File: src/rtl/useq_pkg.sv
package useq_pkg;

    localparam int UADDR_W = 6;
    localparam int OPC_W   = 4;
    localparam int COND_W  = 3;

    typedef logic [UADDR_W-1:0] uaddr_t;

    typedef enum logic [1:0] {
        SQ_JUMP     = 2'd0,
        SQ_DISPATCH = 2'd1,
        SQ_BRANCH   = 2'd2,
        SQ_LINK     = 2'd3
    } seq_mode_e;

    typedef struct packed {
        logic       ld_mar;
        logic       ld_mdr;
        logic       ld_ir;
        logic       ld_reg;
        logic       ld_cc;
        logic       ld_pc;
        logic       gate_pc;
        logic       gate_mdr;
        logic       gate_alu;
        logic       gate_marmux;
        logic [1:0] pc_sel;
        logic       dr_sel;
        logic       sr1_sel;
        logic       addr1_sel;
        logic [1:0] addr2_sel;
        logic       mar_sel;
        logic [1:0] alu_op;
        logic       sr2_ir;
        logic       mem_en;
        logic       mem_we;
    } dp_ctrl_t;

    typedef struct packed {
        seq_mode_e mode;
        uaddr_t    target;
        dp_ctrl_t  ctl;
    } uword_t;

    localparam logic [1:0] PCS_INC  = 2'b00;
    localparam logic [1:0] PCS_ADDR = 2'b01;
    localparam logic [1:0] PCS_BUS  = 2'b10;

    localparam logic [1:0] A2_ZERO  = 2'b00;
    localparam logic [1:0] A2_OFF6  = 2'b01;
    localparam logic [1:0] A2_OFF9  = 2'b10;
    localparam logic [1:0] A2_OFF11 = 2'b11;

    localparam logic [1:0] ALU_ADD  = 2'b00;
    localparam logic [1:0] ALU_AND  = 2'b01;
    localparam logic [1:0] ALU_NOT  = 2'b10;
    localparam logic [1:0] ALU_PASS = 2'b11;

    // micro-addresses
    localparam uaddr_t S_F0    = 6'd0;
    localparam uaddr_t S_F1    = 6'd1;
    localparam uaddr_t S_F2    = 6'd2;
    localparam uaddr_t S_ADD   = 6'd3;
    localparam uaddr_t S_AND   = 6'd4;
    localparam uaddr_t S_NOT   = 6'd5;
    localparam uaddr_t S_LEA   = 6'd6;
    localparam uaddr_t S_JMP   = 6'd7;
    localparam uaddr_t S_BR0   = 6'd8;
    localparam uaddr_t S_BR1   = 6'd9;
    localparam uaddr_t S_LD0   = 6'd10;
    localparam uaddr_t S_LD1   = 6'd11;
    localparam uaddr_t S_LD2   = 6'd12;
    localparam uaddr_t S_ST0   = 6'd13;
    localparam uaddr_t S_ST1   = 6'd14;
    localparam uaddr_t S_ST2   = 6'd15;
    localparam uaddr_t S_LDR0  = 6'd16;
    localparam uaddr_t S_LDR1  = 6'd17;
    localparam uaddr_t S_LDR2  = 6'd18;
    localparam uaddr_t S_STR0  = 6'd19;
    localparam uaddr_t S_STR1  = 6'd20;
    localparam uaddr_t S_STR2  = 6'd21;
    localparam uaddr_t S_LDI0  = 6'd22;
    localparam uaddr_t S_LDI1  = 6'd23;
    localparam uaddr_t S_LDI2  = 6'd24;
    localparam uaddr_t S_LDI3  = 6'd25;
    localparam uaddr_t S_LDI4  = 6'd26;
    localparam uaddr_t S_STI0  = 6'd27;
    localparam uaddr_t S_STI1  = 6'd28;
    localparam uaddr_t S_STI2  = 6'd29;
    localparam uaddr_t S_STI3  = 6'd30;
    localparam uaddr_t S_STI4  = 6'd31;
    localparam uaddr_t S_CALL0 = 6'd32;
    localparam uaddr_t S_CALLO = 6'd33;  // offset form, must precede base form
    localparam uaddr_t S_CALLB = 6'd34;
    localparam uaddr_t S_SUM0  = 6'd35;
    localparam uaddr_t S_SUM1  = 6'd36;
    localparam uaddr_t S_SUM2  = 6'd37;
    localparam uaddr_t S_HALT  = 6'd38;

    // building blocks of the control store
    function automatic dp_ctrl_t c_mem_read();
        dp_ctrl_t c = '0;
        c.ld_mdr = 1'b1;
        c.mem_en = 1'b1;
        return c;
    endfunction

    function automatic dp_ctrl_t c_mem_write();
        dp_ctrl_t c = '0;
        c.mem_en = 1'b1;
        c.mem_we = 1'b1;
        return c;
    endfunction

    function automatic dp_ctrl_t c_load_result();
        dp_ctrl_t c = '0;
        c.gate_mdr = 1'b1;
        c.ld_reg   = 1'b1;
        c.ld_cc    = 1'b1;
        return c;
    endfunction

    function automatic dp_ctrl_t c_mar_from_adder(input logic base_reg,
                                                  input logic [1:0] off);
        dp_ctrl_t c = '0;
        c.ld_mar      = 1'b1;
        c.gate_marmux = 1'b1;
        c.mar_sel     = 1'b1;
        c.addr1_sel   = base_reg;
        c.sr1_sel     = base_reg;
        c.addr2_sel   = off;
        return c;
    endfunction

    function automatic dp_ctrl_t c_mar_from_mdr();
        dp_ctrl_t c = '0;
        c.gate_mdr = 1'b1;
        c.ld_mar   = 1'b1;
        return c;
    endfunction

    function automatic dp_ctrl_t c_mdr_from_src();
        dp_ctrl_t c = '0;
        c.gate_alu = 1'b1;
        c.alu_op   = ALU_PASS;
        c.sr1_sel  = 1'b0;
        c.ld_mdr   = 1'b1;
        return c;
    endfunction

    function automatic dp_ctrl_t c_alu_write(input logic [1:0] op, input logic use_imm);
        dp_ctrl_t c = '0;
        c.gate_alu = 1'b1;
        c.ld_reg   = 1'b1;
        c.ld_cc    = 1'b1;
        c.sr1_sel  = 1'b1;
        c.alu_op   = op;
        c.sr2_ir   = use_imm;
        return c;
    endfunction

    function automatic dp_ctrl_t c_pc_from_adder(input logic base_reg,
                                                 input logic [1:0] off);
        dp_ctrl_t c = '0;
        c.ld_pc     = 1'b1;
        c.pc_sel    = PCS_ADDR;
        c.addr1_sel = base_reg;
        c.sr1_sel   = base_reg;
        c.addr2_sel = off;
        return c;
    endfunction

    // one control-store word; unused addresses are quiet and return to fetch
    function automatic uword_t ucode_entry(input uaddr_t a);
        uword_t w;
        w        = '0;
        w.mode   = SQ_JUMP;
        w.target = S_F0;
        case (a)
            S_F0: begin
                w.ctl.gate_pc = 1'b1;
                w.ctl.ld_mar  = 1'b1;
                w.ctl.ld_pc   = 1'b1;
                w.ctl.pc_sel  = PCS_INC;
                w.target      = S_F1;
            end
            S_F1: begin
                w.ctl    = c_mem_read();
                w.target = S_F2;
            end
            S_F2: begin
                w.ctl.gate_mdr = 1'b1;
                w.ctl.ld_ir    = 1'b1;
                w.mode         = SQ_DISPATCH;
            end
            S_ADD: w.ctl = c_alu_write(ALU_ADD, 1'b1);
            S_AND: w.ctl = c_alu_write(ALU_AND, 1'b1);
            S_NOT: w.ctl = c_alu_write(ALU_NOT, 1'b0);
            S_LEA: begin
                w.ctl.gate_marmux = 1'b1;
                w.ctl.mar_sel     = 1'b1;
                w.ctl.addr2_sel   = A2_OFF9;
                w.ctl.ld_reg      = 1'b1;
            end
            S_JMP: w.ctl = c_pc_from_adder(1'b1, A2_ZERO);
            S_BR0: begin
                w.mode   = SQ_BRANCH;
                w.target = S_BR1;
            end
            S_BR1: w.ctl = c_pc_from_adder(1'b0, A2_OFF9);
            S_LD0: begin w.ctl = c_mar_from_adder(1'b0, A2_OFF9); w.target = S_LD1; end
            S_LD1: begin w.ctl = c_mem_read();                    w.target = S_LD2; end
            S_LD2: w.ctl = c_load_result();
            S_ST0: begin w.ctl = c_mar_from_adder(1'b0, A2_OFF9); w.target = S_ST1; end
            S_ST1: begin w.ctl = c_mdr_from_src();                w.target = S_ST2; end
            S_ST2: w.ctl = c_mem_write();
            S_LDR0: begin w.ctl = c_mar_from_adder(1'b1, A2_OFF6); w.target = S_LDR1; end
            S_LDR1: begin w.ctl = c_mem_read();                    w.target = S_LDR2; end
            S_LDR2: w.ctl = c_load_result();
            S_STR0: begin w.ctl = c_mar_from_adder(1'b1, A2_OFF6); w.target = S_STR1; end
            S_STR1: begin w.ctl = c_mdr_from_src();                w.target = S_STR2; end
            S_STR2: w.ctl = c_mem_write();
            S_LDI0: begin w.ctl = c_mar_from_adder(1'b0, A2_OFF9); w.target = S_LDI1; end
            S_LDI1: begin w.ctl = c_mem_read();                    w.target = S_LDI2; end
            S_LDI2: begin w.ctl = c_mar_from_mdr();                w.target = S_LDI3; end
            S_LDI3: begin w.ctl = c_mem_read();                    w.target = S_LDI4; end
            S_LDI4: w.ctl = c_load_result();
            S_STI0: begin w.ctl = c_mar_from_adder(1'b0, A2_OFF9); w.target = S_STI1; end
            S_STI1: begin w.ctl = c_mem_read();                    w.target = S_STI2; end
            S_STI2: begin w.ctl = c_mar_from_mdr();                w.target = S_STI3; end
            S_STI3: begin w.ctl = c_mdr_from_src();                w.target = S_STI4; end
            S_STI4: w.ctl = c_mem_write();
            S_CALL0: begin
                w.ctl.gate_pc = 1'b1;
                w.ctl.ld_reg  = 1'b1;
                w.ctl.dr_sel  = 1'b1;
                w.mode        = SQ_LINK;
                w.target      = S_CALLO;
            end
            S_CALLO: w.ctl = c_pc_from_adder(1'b0, A2_OFF11);
            S_CALLB: w.ctl = c_pc_from_adder(1'b1, A2_ZERO);
            S_SUM0: begin
                w.ctl.gate_alu = 1'b1;
                w.ctl.alu_op   = ALU_ADD;
                w.ctl.sr1_sel  = 1'b1;
                w.ctl.ld_mar   = 1'b1;
                w.target       = S_SUM1;
            end
            S_SUM1: begin w.ctl = c_mem_read(); w.target = S_SUM2; end
            S_SUM2: w.ctl = c_load_result();
            S_HALT: w.target = S_HALT;
            default: ;
        endcase
        return w;
    endfunction

endpackage

File: src/rtl/useq_store.sv
module useq_store
    import useq_pkg::*;
#(
    parameter int ADDR_W = UADDR_W
) (
    input  logic [ADDR_W-1:0] addr,
    output uword_t            word
);

    localparam int DEPTH = 1 << ADDR_W;

    uword_t store_tbl [DEPTH];

    for (genvar i = 0; i < DEPTH; i++) begin : g_entry
        assign store_tbl[i] = ucode_entry(uaddr_t'(i));
    end

    assign word = store_tbl[addr];

endmodule

File: src/rtl/useq_next.sv
module useq_next
    import useq_pkg::*;
#(
    parameter int OP_W = OPC_W,
    parameter int CW   = COND_W
) (
    input  seq_mode_e       mode,
    input  uaddr_t          target,
    input  logic [OP_W-1:0] opcode,
    input  logic [CW-1:0]   cond,
    input  logic            flag_n,
    input  logic            flag_z,
    input  logic            flag_p,
    output uaddr_t          upc_next
);

    function automatic uaddr_t dispatch(input logic [OP_W-1:0] op);
        uaddr_t d;
        case (op)
            4'b0000: d = S_BR0;
            4'b0001: d = S_ADD;
            4'b0010: d = S_LD0;
            4'b0011: d = S_ST0;
            4'b0100: d = S_CALL0;
            4'b0101: d = S_AND;
            4'b0110: d = S_LDR0;
            4'b0111: d = S_STR0;
            4'b1001: d = S_NOT;
            4'b1010: d = S_LDI0;
            4'b1011: d = S_STI0;
            4'b1100: d = S_JMP;
            4'b1101: d = S_SUM0;
            4'b1110: d = S_LEA;
            4'b1111: d = S_HALT;
            default: d = S_F0;
        endcase
        return d;
    endfunction

    logic taken;
    assign taken = (cond[2] & flag_n) | (cond[1] & flag_z) | (cond[0] & flag_p);

    always_comb begin
        case (mode)
            SQ_DISPATCH: upc_next = dispatch(opcode);
            SQ_BRANCH:   upc_next = taken ? target : S_F0;
            SQ_LINK:     upc_next = cond[2] ? target : uaddr_t'(target + 1'b1);
            default:     upc_next = target;
        endcase
    end

endmodule

File: src/rtl/useq_ctrl.sv
module useq_ctrl
    import useq_pkg::*;
#(
    parameter int STATE_W = UADDR_W,
    parameter int OP_W    = OPC_W,
    parameter int CW      = COND_W
) (
    input  logic            clk,
    input  logic            rst_n,
    input  logic [OP_W-1:0] ir_opcode,
    input  logic            ir_imm_sel,
    input  logic [CW-1:0]   ir_cond,
    input  logic            cc_n,
    input  logic            cc_z,
    input  logic            cc_p,
    output logic            ld_mar,
    output logic            ld_mdr,
    output logic            ld_ir,
    output logic            ld_reg,
    output logic            ld_cc,
    output logic            ld_pc,
    output logic            gate_pc,
    output logic            gate_mdr,
    output logic            gate_alu,
    output logic            gate_marmux,
    output logic [1:0]      pc_sel,
    output logic            dr_sel,
    output logic            sr1_sel,
    output logic            addr1_sel,
    output logic [1:0]      addr2_sel,
    output logic            mar_sel,
    output logic [1:0]      alu_op,
    output logic            sr2_sel,
    output logic            mem_en,
    output logic            mem_we
);

    typedef struct packed {
        logic [STATE_W-1:0] upc;
    } seq_regs_t;

    seq_regs_t st_d, st_q;
    uword_t    word;
    uaddr_t    upc_next;
    dp_ctrl_t  ctl;

    useq_store #(.ADDR_W(STATE_W)) u_store (
        .addr (st_q.upc),
        .word (word)
    );

    useq_next #(.OP_W(OP_W), .CW(CW)) u_next (
        .mode     (word.mode),
        .target   (word.target),
        .opcode   (ir_opcode),
        .cond     (ir_cond),
        .flag_n   (cc_n),
        .flag_z   (cc_z),
        .flag_p   (cc_p),
        .upc_next (upc_next)
    );

    always_comb begin
        st_d     = st_q;
        st_d.upc = upc_next;
    end

    always_ff @(posedge clk or negedge rst_n) begin
        if (!rst_n) st_q <= '{upc: S_F0};
        else        st_q <= st_d;
    end

    // controls are held quiet while reset is applied
    assign ctl = rst_n ? word.ctl : '0;

    assign ld_mar      = ctl.ld_mar;
    assign ld_mdr      = ctl.ld_mdr;
    assign ld_ir       = ctl.ld_ir;
    assign ld_reg      = ctl.ld_reg;
    assign ld_cc       = ctl.ld_cc;
    assign ld_pc       = ctl.ld_pc;
    assign gate_pc     = ctl.gate_pc;
    assign gate_mdr    = ctl.gate_mdr;
    assign gate_alu    = ctl.gate_alu;
    assign gate_marmux = ctl.gate_marmux;
    assign pc_sel      = ctl.pc_sel;
    assign dr_sel      = ctl.dr_sel;
    assign sr1_sel     = ctl.sr1_sel;
    assign addr1_sel   = ctl.addr1_sel;
    assign addr2_sel   = ctl.addr2_sel;
    assign mar_sel     = ctl.mar_sel;
    assign alu_op      = ctl.alu_op;
    assign sr2_sel     = ctl.sr2_ir & ir_imm_sel;
    assign mem_en      = ctl.mem_en;
    assign mem_we      = ctl.mem_we;

endmodule

File: config.mk
export PLATFORM = sky130hd
export DESIGN_NAME = useq_ctrl
export DESIGN_NICKNAME = d
export VERILOG_FILES = /design/src/rtl/useq_pkg.sv /design/src/rtl/useq_store.sv /design/src/rtl/useq_next.sv /design/src/rtl/useq_ctrl.sv
export SDC_FILE = /design/constraint.sdc
export NUM_CORES = 1
export LEC_CHECK = 0
export BUFFER_PORTS_ARGS = -buffer_cell sky130_fd_sc_hd__buf_2
export CORE_MARGIN = 2
export CORE_UTILIZATION = 61
export CTS_CLUSTER_SIZE = 16
export DETAILED_ROUTE_END_ITERATION = 7
export HOLD_SLACK_MARGIN = 0.05
export PLACE_DENSITY = 0.87
export SLEW_MARGIN = 25
export SYNTH_ARGS = -nofsm -noshare
export SYNTH_HDL_FRONTEND = slang
export SYNTH_HIERARCHICAL = 1
export SYNTH_SLANG_ARGS = --single-unit
export TNS_END_PERCENT = 5
File: constraint.sdc
create_clock -name clk -period 6.25 [get_ports clk]
set_input_delay 0.3125 -clock clk [delete_from_list [all_inputs] [get_ports clk]]
set_output_delay 0.3125 -clock clk [all_outputs]
set_load 0.02 [all_outputs]
**Word level (Yosys, flattened, before mapping)**

Memory sizes are Yosys's and may differ from the RTL's.
Cells that the tools add are included.
W data, S select, Z words.

- Bits in registers: 6
- ROM bits: 2,080
- Memories kept: 2
- Input port bits: 13

- Add/subtract/negate cells: 1
- $lt $le $gt $ge: 1
- Equality and inequality tests: 3
- Multiplexer cells: 6
- Bitwise gates (word level): 7

Memories:

| name | depth | width | rd ports | clocked after Yosys merged registers in | wr ports | RTL line | RTL |
|---|---|---|---|---|---|---|---|
| (name not given) | 64 | 31 | 1 | 0 | 0 | useq_store.sv:18 | `assign word = store_tbl[addr];` |
| (name not given) | 16 | 6 | 1 | 0 | 0 | useq_next.sv:19 | `case (op)` |

Operator list:

| operator | count |
|---|---|
| $mux W31 | 2 |
| $mux W23 | 1 |
| $pmux W6 S3 | 1 |
| $mux W6 | 2 |
| $ge A7 B7 Y1 const B | 1 |
| $not A6 Y7 | 1 |
| $add A6 B1 Y6 const B | 1 |
| $and A1 B1 Y1 | 4 |
| $eq A2 B2 Y1 const B | 2 |
| $eq A2 B1 Y1 const B | 1 |
| $or A1 B1 Y1 | 2 |

**Logic depth before layout (Yosys ltp)**

Gate-level depths: netlist of run 1.

- Word-level depth: 7
- Mapped depth: 12
- Depth with buffers taken out: 11

**By module**

Netlist of run 1, hierarchy kept.

Modules (own cells, without submodules):

| module | cells an instance | sequential area each (um^2) | instances | area an instance (um^2) |
|---|---|---|---|---|
| useq_store | 166 | 0.0 | 1 | 1,044.8 |
| useq_next | 50 | 0.0 | 1 | 399.1 |
| useq_ctrl | 31 | 150.1 | 1 | 337.8 |

**Worst setup path before layout of run 1**

OpenSTA, ideal clock, no wires.

- Path type: register -> register
- Start point: register st_q[0] in the netlist's numbering
- End point: register st_q[4] in the netlist's numbering
- Library setup time: 0.078 ns
- Period minus slack after synthesis: 2.430 ns
- Data arrival time: 2.353 ns
- Stages on the path, launching flop included: 13
- Path buffers: 1
- Setup slack: 3.820 ns
- Path through: dfrtp_1 -> inv_1 -> ha_1 -> clkbuf_2 -> nand2_2 -> a31oi_1 -> a31oi_1 -> nor3_1 -> ha_1 -> nor2b_1 -> nand3_1 -> xor2_1 -> o21ai_1

RTL lines:

| item | RTL line | RTL |
|---|---|---|
| from (decl) | useq_ctrl.sv:42 | `seq_regs_t st_d, st_q;` |
| from (signal assigned) | useq_ctrl.sv:69 | `if (!rst_n) st_q <= '{upc: S_F0};` |
| from (signal assigned) | useq_ctrl.sv:70 | `else st_q <= st_d;` |

==> results of run 1 <==
-- cells by family (layout without fill, tap and decap cells) --
family | after synthesis | after routing | synth area share (%)
mux | 8 | 8 | 5.34
simple gates | 98 | 98 | 31.5
other cells | 1 | 1 | 0.210
compound gates | 80 | 80 | 31.0
fa+ha+maj | 12 | 12 | 8.43
flops | 6 | 6 | 8.43
xor+xnor | 6 | 6 | 2.95
buf+inv | 36 | 53 | 12.2
-- critical path: stages, from the launching register on --
cell and delay, ns:
dfrtp_1 0.96, nand2b_1 0.32, o311ai_0 0.76, ha_1 0.26, nor2b_1 0.19, nand3_1 0.11, xor2_1 0.18, o21ai_1 0.12
-- synth_stat cells (6+ instances only) --
library cell | number | area share, %
a211oi_1 | 9 | 3.8
nor3_1 | 6 | 1.7
and2_2 | 16 | 6.7
a31oi_1 | 8 | 2.8
nor2b_1 | 8 | 2.8
a21oi_1 | 12 | 3.4
buf_6 | 6 | 3.8
nand2_1 | 20 | 4.2
ha_1 | 12 | 8.4
dfrtp_1 | 6 | 8.4
and2_1 | 9 | 3.2
o21ai_0 | 15 | 4.2
nor2_1 | 14 | 2.9
inv_1 | 12 | 2.5
-- power by group --
group           total, W  switching, W  internal [W]  leakage (nW)
Sequential      0.000119     0.0000628     0.0000562        0.0796
Combinational   0.000842      0.000508      0.000334         0.715
Clock          0.0000400     0.0000180     0.0000220        0.0138
-- area by class of cell --
class                      instances  share of cell area (%)
multi-input combinational        205                    75.6
clock buffer                       3                    1.20
inverter                          13                    2.61
tap                               31                    2.07
sequential                         6                    8.03
timing repair buffer              37                    10.4
-- worst paths after layout --
| path | slack, ns | to | start | depth (start not counted) |
|---|---|---|---|---|
| worst max-delay path | 3.28 | st_q[4] | st_q[3] | 7 |
| worst min-delay path | 0.38 | st_q[4] | ir_opcode[1] | 3 |
| worst max register to register | 3.28 | st_q[4] | st_q[3] | 7 |
| worst min register to register | 1.09 | st_q[1] | st_q[5] | 4 |
| max in group asynchronous | 5.46 | st_q[3] | rst_n | 2 |
| min in group asynchronous | 0.50 | st_q[1] | rst_n | 2 |
-- per-stage QoR --
stage               std cells  area (um^2)  worst slack (ns)  utilization, %
floorplan                 247         1780              3.82               -
global placement          291         1840              3.44            66.6
detailed placement        291         1840              3.32            66.6
CTS                       295         1870              3.32            67.8
global route              295         1870              3.02            67.8
finish                    295         1870              3.28            67.8
-- layer usage --
metal,GRT usage (%),vias to the layer above,routed length (um)
li1,-,918,-
met1,38.7,852,1940
met2,39.3,95,2020
met3,5.36,2,429
met4,6.64,0,14
met5,0,-,0
==> implementation parameters, run 1 <==
Parameter                              Value

Critical path
  Arrival time of data at the critical path endpoint ... 3.16 ns
  Critical path data required time ... ~6.5 ns
  Critical path fanouts, max ... 31
  Type of destination of the critical path ... register
  Setup CP Type ... reg -> reg
  Startpoint class of the critical path ... register

Drt
  Total Routed Length ... 4400 um
  First-pass DRT Iterations ... 5
  Initial drt markers ... 158
  Total vias in the final route ... 1,867
  Per-cell via count in the routed design ... 6.33
  Number of design rule violations left after detail routing ... 0
  Detail-routed net length per standard cell ... 14.9 um
  Antenna Nets Post-Route ... 0

Placed design
  Number of port buffers ... 34
  Detail Placement HPWL ... 3170 um
  RD Place Congestion ... 0.887

Layout
  Ant diodes ... 0
  Area taken by multi-input logic gates ... roughly 1400 um^2
  Number of filler cells placed in the layout ... 255
  Top register by number of flip-flops ... st_q
  Highest-count cells in the layout ignoring fill and taps ... buf_2 (34), nand2_1 (20), and2_2 (16)
  Max reg flops ... 6
  Biggest registers after layout ... st_q x6
  Sequential cell area ... 150 um^2
  Syn-to-layout area delta ... 4.92%
  Most common cell after layout, fill and taps aside ... buf_2
  Fraction of layout cells with a size suffix above 1 ... 26.1%
  Number of nets in the finished design ... between 200 and 300

Clock tree
  Clock latency on the worst-skew pair ... 0.27 ns
  Post-CTS setup buffers ... 0
  Number of sinks driven by the clock tree ... 6
  Number of levels in the clock H-tree ... 1
  CTS Root Buffer Type ... clkbuf_4
  TritonCTS clock tree ... done
  Maximum clock path buffer count ... 2
  Total of hold buffers inserted after clock tree synthesis ... 1
  Clock-pin slew on the worst setup and hold paths ... 0.06 ns
  Post-CTS resize count ... 0
  TritonCTS buffer count ... 3

Floorplan
  Vertical extent of the die ... a little under 60 um
  Overall die width ... 58.0 um
  Placeable core region ... 2760 um^2
  Initial core utilization ... 64.6%
  Number of rows in the core area ... 19
  Area enclosed by the die boundary ... 3370 um^2
  IO Count ... 36

Yosys
  EDFF count, synth ... 0
  Post-synthesis async set-or-reset flop share ... 100%
  Total nets after synthesis ... 272
  #FFs+latches synth ... 6
  Netlist Area Pre-Place ... 1780 um^2
  Yosys cell types ... 58
  Syn Area/Cell ... just over 7 um^2
  Post-synthesis instance total ... 247
  Top_reg_cell synth ... dfrtp_1
  Sequential fraction of the synthesis area ... 8.43%
  Number of warnings reported in the yosys synthesis log ... 6

Global routing
  First-pass GRT wire length ... 7070 um
  GRT overflow ... 0
  Number of antenna violations at the first check in global routing ... 0
  Maximum number of pins on one net before global-route repair ... 41
  Via count of the first global-routing pass ... 1,571
  Total GRT Usage ... 26.4%

Timing
  Final setup violation count ... 0
  Unrepaired setup endpoints after global routing ... false
  Slew of the pin with the lowest slew margin ... about 0.96 ns
  Rel. slew slack ... 36.0%
  Total count of hold-check failures in the final report ... 0
  Worst Clk Skew ... approximately 0.016 ns
  Period minus WS final ... 2.97 ns
  Summed negative setup slack over all endpoints ... 0 ns
  Worst slack on hold paths ... 0.379 ns
  FMAX ... 337 MHz
  Max Transition Viols Final ... 0
  Final worst path period share ... 47.5%

Power and ir drop
  Standby leakage power ... approximately 0.8 nW
  Total chip power ... about 0.0010 W
  Ratio of total power to cell area ... between 500 and 600 nW/um^2
  Peak supply drop ... about 370 uV

Run status
  Result of the run ... finished, final reports clean

Flow run
  Number of max-capacitance violations reported ... 0

Hold path
  Path category of the worst min-delay check ... in -> reg
No activity file was read; power rests on OpenSTA's default activity.
==> inputs of run 2 (changes only) <==
CORE_UTILIZATION = 51   (was 61)
PLACE_DENSITY = 0.78   (was 0.87)
clock period = 2.7 ns   (was 6.25 ns; I/O delays follow)
==> run 2 against run 1 <==
Sequential power rose by 76%. Fmax rose by 22%. Combinational power rose to 2.6 times the previous value. Count of clock-buffer cells in the layout did not move.
==> implementation parameters, run 2 (synthesis gave the netlist of run 1 again) <==
Parameter                              Value

Clock tree
  Clock latency on the worst-skew pair ... 0.24 ns (was 0.27 ns)
  Clock-pin slew on the worst setup and hold paths ... 0.04 ns (was 0.06 ns)
  Post-CTS setup buffers ... 0 (unchanged)
  TritonCTS buffer count ... 3 (unchanged)
  Number of levels in the clock H-tree ... 1 (unchanged)
  Maximum clock path buffer count ... 2 (unchanged)
  TritonCTS clock tree ... done (unchanged)
  CTS Root Buffer Type ... clkbuf_4 (unchanged)
  Number of sinks driven by the clock tree ... 6 (unchanged)

Floorplan
  Overall die width ... 63.1 um (was 58.0 um)
  IO Count ... 36 (unchanged)
  Number of rows in the core area ... 21 (was 19)
  Initial core utilization ... 53.4% (was 64.6%)
  Vertical extent of the die ... 63.1 um (was 58.0 um)
  Area enclosed by the die boundary ... 3980 um^2 (was 3370 um^2)
  Placeable core region ... 3340 um^2 (was 2760 um^2)

Timing
  FMAX ... 410 MHz (was 337 MHz)
  PnR worst setup slack ... 0.259 ns (was 3.28 ns)
  Final setup violation count ... 0 (unchanged)
  Slew of the pin with the lowest slew margin ... 0.576 ns (was 0.961 ns)
  Total count of hold-check failures in the final report ... 0 (unchanged)
  Worst Clk Skew ... 0.00460 ns (was 0.0159 ns)
  Worst slack on hold paths ... 0.226 ns (was 0.379 ns)
  Period minus WS final ... 2.44 ns (was 2.97 ns)
  Max Transition Viols Final ... 0 (unchanged)
  Final worst path period share ... 90.4% (was 47.5%)
  Rel. slew slack ... 61.0% (was 36.0%)

Hold path
  Hold worst-path end ... st_q[4] (unchanged)
  Path category of the worst min-delay check ... in -> reg (unchanged)
  Worst Hold Path Cells ... 3 (unchanged)
  Hold Startpoint ... ir_opcode[1] (unchanged)

Drt
  Antenna Nets Post-Route ... 0 (unchanged)
  Total Routed Length ... 4690 um (was 4400 um)
  First-pass DRT Iterations ... 5 (unchanged)
  Initial drt markers ... 207 (was 158)
  Per-cell via count in the routed design ... 5.96 (was 6.33)
  Total vias in the final route ... 1,950 (was 1,867)
  Detail-routed net length per standard cell ... 14.4 um (was 14.9 um)
  Number of design rule violations left after detail routing ... 0 (unchanged)

Global routing
  Total GRT Usage ... 24.4% (was 26.4%)
  GRT overflow ... 0 (unchanged)
  Via count of the first global-routing pass ... 1,842 (was 1,571)
  First-pass GRT wire length ... 8060 um (was 7070 um)
  Maximum number of pins on one net before global-route repair ... 30 (was 41)
  Number of antenna violations at the first check in global routing ... 0 (unchanged)

Placed design
  Setup slack at placement ... 0.207 ns (was 3.32 ns)
  Detail Placement HPWL ... 3680 um (was 3170 um)
  Placed cell count ... 323 (was 291)
  Post-detailed-placement cell area ... 1980 um^2 (was 1840 um^2)
  RD Place Congestion ... 0.912 (was 0.887)
  Number of port buffers ... 34 (unchanged)

Critical path
  Setup slack of the most critical reg-to-reg path ... 0.26 ns (was 3.28 ns)
  Type of destination of the critical path ... register (unchanged)
  Arrival time of data at the critical path endpoint ... 2.60 ns (was 3.16 ns)
  Setup CP Type ... reg -> reg (unchanged)
  Worst flop-to-flop path endpoint ... st_q[4] (unchanged)
  Worst-case reg-to-reg path depth ... 11 (was 7)
  Reg-to-Reg Start ... st_q[0] (was st_q[3])
  Startpoint class of the critical path ... register (unchanged)
  Critical path data required time ... 2.86 ns (was 6.45 ns)
  Critical path fanouts, max ... 8 (was 31)

Power and ir drop
  Ratio of total power to cell area ... 1240 nW/um^2 (was 535 nW/um^2)
  Peak supply drop ... 660 uV (was 368 uV)
  Standby leakage power ... 0.899 nW (was 0.808 nW)

Layout
  Post-route standard cell area excluding fillers ... 2020 um^2 (was 1870 um^2)
  Max reg flops ... 6 (unchanged)
  Ant diodes ... 0 (unchanged)
  Biggest registers after layout ... st_q x6 (unchanged)
  Number of non-filler instances in the completed layout ... 327 (was 295)
  Fraction of layout cells with a size suffix above 1 ... 31.0% (was 26.1%)
  Layout Utilization ... 60.6% (was 67.8%)
  Most common cell after layout, fill and taps aside ... buf_2 (unchanged)
  Top register by number of flip-flops ... st_q (unchanged)
  Number of filler cells placed in the layout ... 325 (was 255)
  Highest-count cells in the layout ignoring fill and taps ... buf_2 (34), nand2_1 (20), buf_4 (19) (was buf_2 (34), nand2_1 (20), and2_2 (16))
  Syn-to-layout area delta ... 13.4% (was 4.92%)
  Number of nets in the finished design ... 308 (was 291)

Flow run
  Number of max-capacitance violations reported ... 0 (unchanged)

Run status
  Result of the run ... finished, final reports clean (unchanged)
-- run 2: power breakdown --
| part | internal [W] | total (W) | switching (W) |
|---|---|---|---|
| logic | 0.000921 | 0.00221 | 0.00129 |
| registers | 0.000132 | 0.000209 | 0.0000763 |
| clock network | 0.0000501 | 0.0000798 | 0.0000297 |
| total | 0.00110 | 0.00250 | 0.00140 |
-- run 2: what timing repair did --
| item | CTS | global route |
|---|---|---|
| setup endpoints to repair | 0 | 1 |
| hold endpoints to repair | 6 | 0 |
| hold buffers | 1 | 0 |
| resized for setup | 0 | 2 |
-- run 2: critical path, cell delays in order, from the launching register on --
cell and delay [ns]:
dfrtp_1 0.37, inv_1 0.20, ha_1 0.29, nand3b_1 0.15
a31oi_1 0.21, a31oi_1 0.08, nor3_2 0.30, ha_1 0.20
nor2b_1 0.20, nand3_1 0.11, xor2_1 0.15, o21ai_1 0.11
-- run 2: cell type report --
class	count	area, um^2	area share (%)
multi-input cells	205	1420	70.2
repair buffers	54	323	16.0
flip-flops and latches	6	150	7.43
well taps	46	57.6	2.85
inverters	13	48.8	2.41
clock buffers	3	22.5	1.11
-- run 2: routing by layer --
metal  vias up  track usage [%]  part of all wire, %
li1        955                -                    -
met1       885             31.6                   44
met2       102             41.5                   46
met3         8             5.18                  8.8
met4         0             5.56                  1.1
met5         -                0                    0
-- run 2: how the worst max path moves through the flow --
stage / startpoint / end / slack [ns]
floorplan: st_q[0] / st_q[4] / 0.27
global placement: st_q[0] / st_q[4] / 0.28
detailed placement: st_q[0] / st_q[4] / 0.21
CTS: st_q[0] / st_q[4] / 0.19
global route: st_q[0] / st_q[4] / -0.006
finish: st_q[0] / st_q[4] / 0.26
-- run 2: stage by stage --
step | setup TNS (ns) | power, W
after floorplan | 0 | 0.00185
after global placement | 0 | 0.00235
after detailed placement | 0 | 0.00236
after CTS | 0 | 0.00246
after global routing | -0.00632 | 0.00275
final | 0 | 0.00250
==> inputs of run 3 (changes only) <==
PLACE_DENSITY = not set   (was 0.78)
PLACE_DENSITY_LB_ADDON = 0.1   (was not set)
==> run 3 against run 2 <==
Power up 1.5%. Global-route usage fell by 0.39 points. Wire length up 2.2%. Largest power group unchanged.
==> implementation parameters, run 3 (synthesis gave the netlist of run 1 again) <==
Parameter                              Value

Timing
  Max Transition Viols Final ... 0 (unchanged)
  Rel. slew slack ... 64.1% (was 61.0%)
  Final setup violation count ... 0 (unchanged)
  Unrepaired setup endpoints after global routing ... false
  FMAX ... 390 MHz (was 410 MHz)
  Total count of hold-check failures in the final report ... 0 (unchanged)
  Summed negative setup slack over all endpoints ... 0 ns (unchanged)
  Final worst path period share ... 95.0% (was 90.4%)
  Worst Clk Skew ... 0.0119 ns (was 0.00460 ns)
  Slew of the pin with the lowest slew margin ... 0.531 ns (was 0.576 ns)
  PnR worst setup slack ... 0.134 ns (was 0.259 ns)
  Period minus WS final ... 2.57 ns (was 2.44 ns)

Critical path
  Critical path data required time ... 2.57 ns (was 2.86 ns)
  Startpoint class of the critical path ... register (unchanged)
  Setup CP Type ... reg -> out (was reg -> reg)
  Setup slack of the most critical reg-to-reg path ... 0.30 ns (was 0.26 ns)
  Arrival time of data at the critical path endpoint ... 2.43 ns (was 2.60 ns)
  Type of destination of the critical path ... output port (was register)
  Reg-to-Reg Start ... st_q[1] (was st_q[0])
  Worst-case reg-to-reg path depth ... 11 (unchanged)
  Worst flop-to-flop path endpoint ... st_q[4] (unchanged)
  Critical path fanouts, max ... 8 (unchanged)

Floorplan
  Number of rows in the core area ... 21 (unchanged)
  Area enclosed by the die boundary ... 3980 um^2 (unchanged)
  Initial core utilization ... 53.4% (unchanged)
  IO Count ... 36 (unchanged)
  Placeable core region ... 3340 um^2 (unchanged)
  Overall die width ... 63.1 um (unchanged)
  Vertical extent of the die ... 63.1 um (unchanged)

Clock tree
  CTS Root Buffer Type ... clkbuf_4 (unchanged)
  TritonCTS buffer count ... 3 (unchanged)
  Post-CTS setup buffers ... 0 (unchanged)
  Number of sinks driven by the clock tree ... 6 (unchanged)
  TritonCTS clock tree ... done (unchanged)
  Clock-pin slew on the worst setup and hold paths ... 0.05 ns (was 0.04 ns)
  Number of levels in the clock H-tree ... 1 (unchanged)
  Clock latency on the worst-skew pair ... 0.25 ns (was 0.24 ns)
  Maximum clock path buffer count ... 2 (unchanged)

Drt
  Number of design rule violations left after detail routing ... 0 (unchanged)
  Total vias in the final route ... 1,901 (was 1,950)
  Per-cell via count in the routed design ... 5.78 (was 5.96)
  Total Routed Length ... 4800 um (was 4690 um)
  First-pass DRT Iterations ... 4 (was 5)
  Initial drt markers ... 170 (was 207)
  Detail-routed net length per standard cell ... 14.6 um (was 14.4 um)
  Antenna Nets Post-Route ... 0 (unchanged)

Global routing
  Total GRT Usage ... 24.1% (was 24.4%)
  Maximum number of pins on one net before global-route repair ... 30 (unchanged)
  Number of antenna violations at the first check in global routing ... 0 (unchanged)
  Via count of the first global-routing pass ... 1,757 (was 1,842)
  GRT overflow ... 0 (unchanged)
  First-pass GRT wire length ... 7920 um (was 8060 um)

Power and ir drop
  Peak supply drop ... 576 uV (was 660 uV)
  Ratio of total power to cell area ... 1250 nW/um^2 (was 1240 nW/um^2)
  Standby leakage power ... 0.909 nW (was 0.899 nW)

Layout
  Biggest registers after layout ... st_q x6 (unchanged)
  Highest-count cells in the layout ignoring fill and taps ... buf_2 (34), buf_4 (21), nand2_1 (20) (was buf_2 (34), nand2_1 (20), buf_4 (19))
  Max reg flops ... 6 (unchanged)
  Fraction of layout cells with a size suffix above 1 ... 31.4% (was 31.0%)
  Ant diodes ... 0 (unchanged)
  Top register by number of flip-flops ... st_q (unchanged)
  Syn-to-layout area delta ... 14.3% (was 13.4%)
  Number of non-filler instances in the completed layout ... 329 (was 327)
  Layout Utilization ... 61.0% (was 60.6%)
  Number of filler cells placed in the layout ... 350 (was 325)
  Most common cell after layout, fill and taps aside ... buf_2 (unchanged)
  Post-route standard cell area excluding fillers ... 2040 um^2 (was 2020 um^2)
  Number of nets in the finished design ... 310 (was 308)

Hold path
  Worst Hold Path Cells ... 3 (unchanged)
  Hold Startpoint ... ir_opcode[1] (unchanged)
  Hold worst-path end ... st_q[4] (unchanged)
  Path category of the worst min-delay check ... in -> reg (unchanged)

Placed design
  Detail Placement HPWL ... 3610 um (was 3680 um)
  Number of port buffers ... 34 (unchanged)
  Setup slack at placement ... 0.244 ns (was 0.207 ns)
  Post-detailed-placement cell area ... 2000 um^2 (was 1980 um^2)
  Placed cell count ... 325 (was 323)
  RD Place Congestion ... 0.876 (was 0.912)

Flow run
  Number of max-capacitance violations reported ... 0 (unchanged)

Run status
  Result of the run ... finished, final reports clean (unchanged)
## run 3: final cells by class
| cell class | instances | area, um^2 | share of cell area [%] |
|---|---|---|---|
| multi-input cells | 205 | 1420 | 69.7 |
| clock buffers | 3 | 22.5 | 1.11 |
| well taps | 46 | 57.6 | 2.83 |
| repair buffers | 56 | 338 | 16.6 |
| flip-flops and latches | 6 | 150 | 7.38 |
| inverters | 13 | 48.8 | 2.40 |
## run 3: stage by stage
step,hold WS (ns),total power [W]
CTS,0.222,0.00250
floorplan,-0.161,0.00185
global placement,0.0894,0.00240
global route,0.247,0.00278
detailed placement,0.0922,0.00240
finish,0.229,0.00254
## run 3: power breakdown
part / total, W / internal (W) / switching (W)
clock network: 0.0000871 / 0.0000506 / 0.0000365
logic: 0.00221 / 0.000946 / 0.00127
registers: 0.000239 / 0.000132 / 0.000107
total: 0.00254 / 0.00113 / 0.00141
## run 3: worst max-delay path by stage
| stage | from | endpoint | cells past startpoint |
|---|---|---|---|
| floorplan | st_q[0] | st_q[4] | 12 |
| detailed placement | st_q[1] | st_q[4] | 11 |
| global placement | st_q[0] | st_q[4] | 11 |
| CTS | st_q[1] | ld_mar | 9 |
| finish | st_q[1] | ld_mar | 9 |
| global route | st_q[1] | ld_mar | 9 |
## run 3: metal layers
layer	GRT usage (%)	routed length, um
met5	0	0
met4	6.94	42
met3	3.39	284
met2	38.8	2100
met1	33.2	2370
## run 3: worst max-delay path, cell delays in order, from the launching register on
cell	delay, ns
dfrtp_1	0.48
inv_1	0.13
ha_1	0.32
buf_4	0.17
inv_1	0.05
a221oi_1	0.31
a31oi_1	0.11
o31a_1	0.31
and2_1	0.14
buf_2	0.15
## run 3: repair_timing
| action | in CTS | in global routing |
|---|---|---|
| endpoints found under the setup margin | 0 | 1 |
| hold buffers | 1 | 0 |
| hold endpoints to repair | 6 | 0 |
| resized for setup | 0 | 1 |
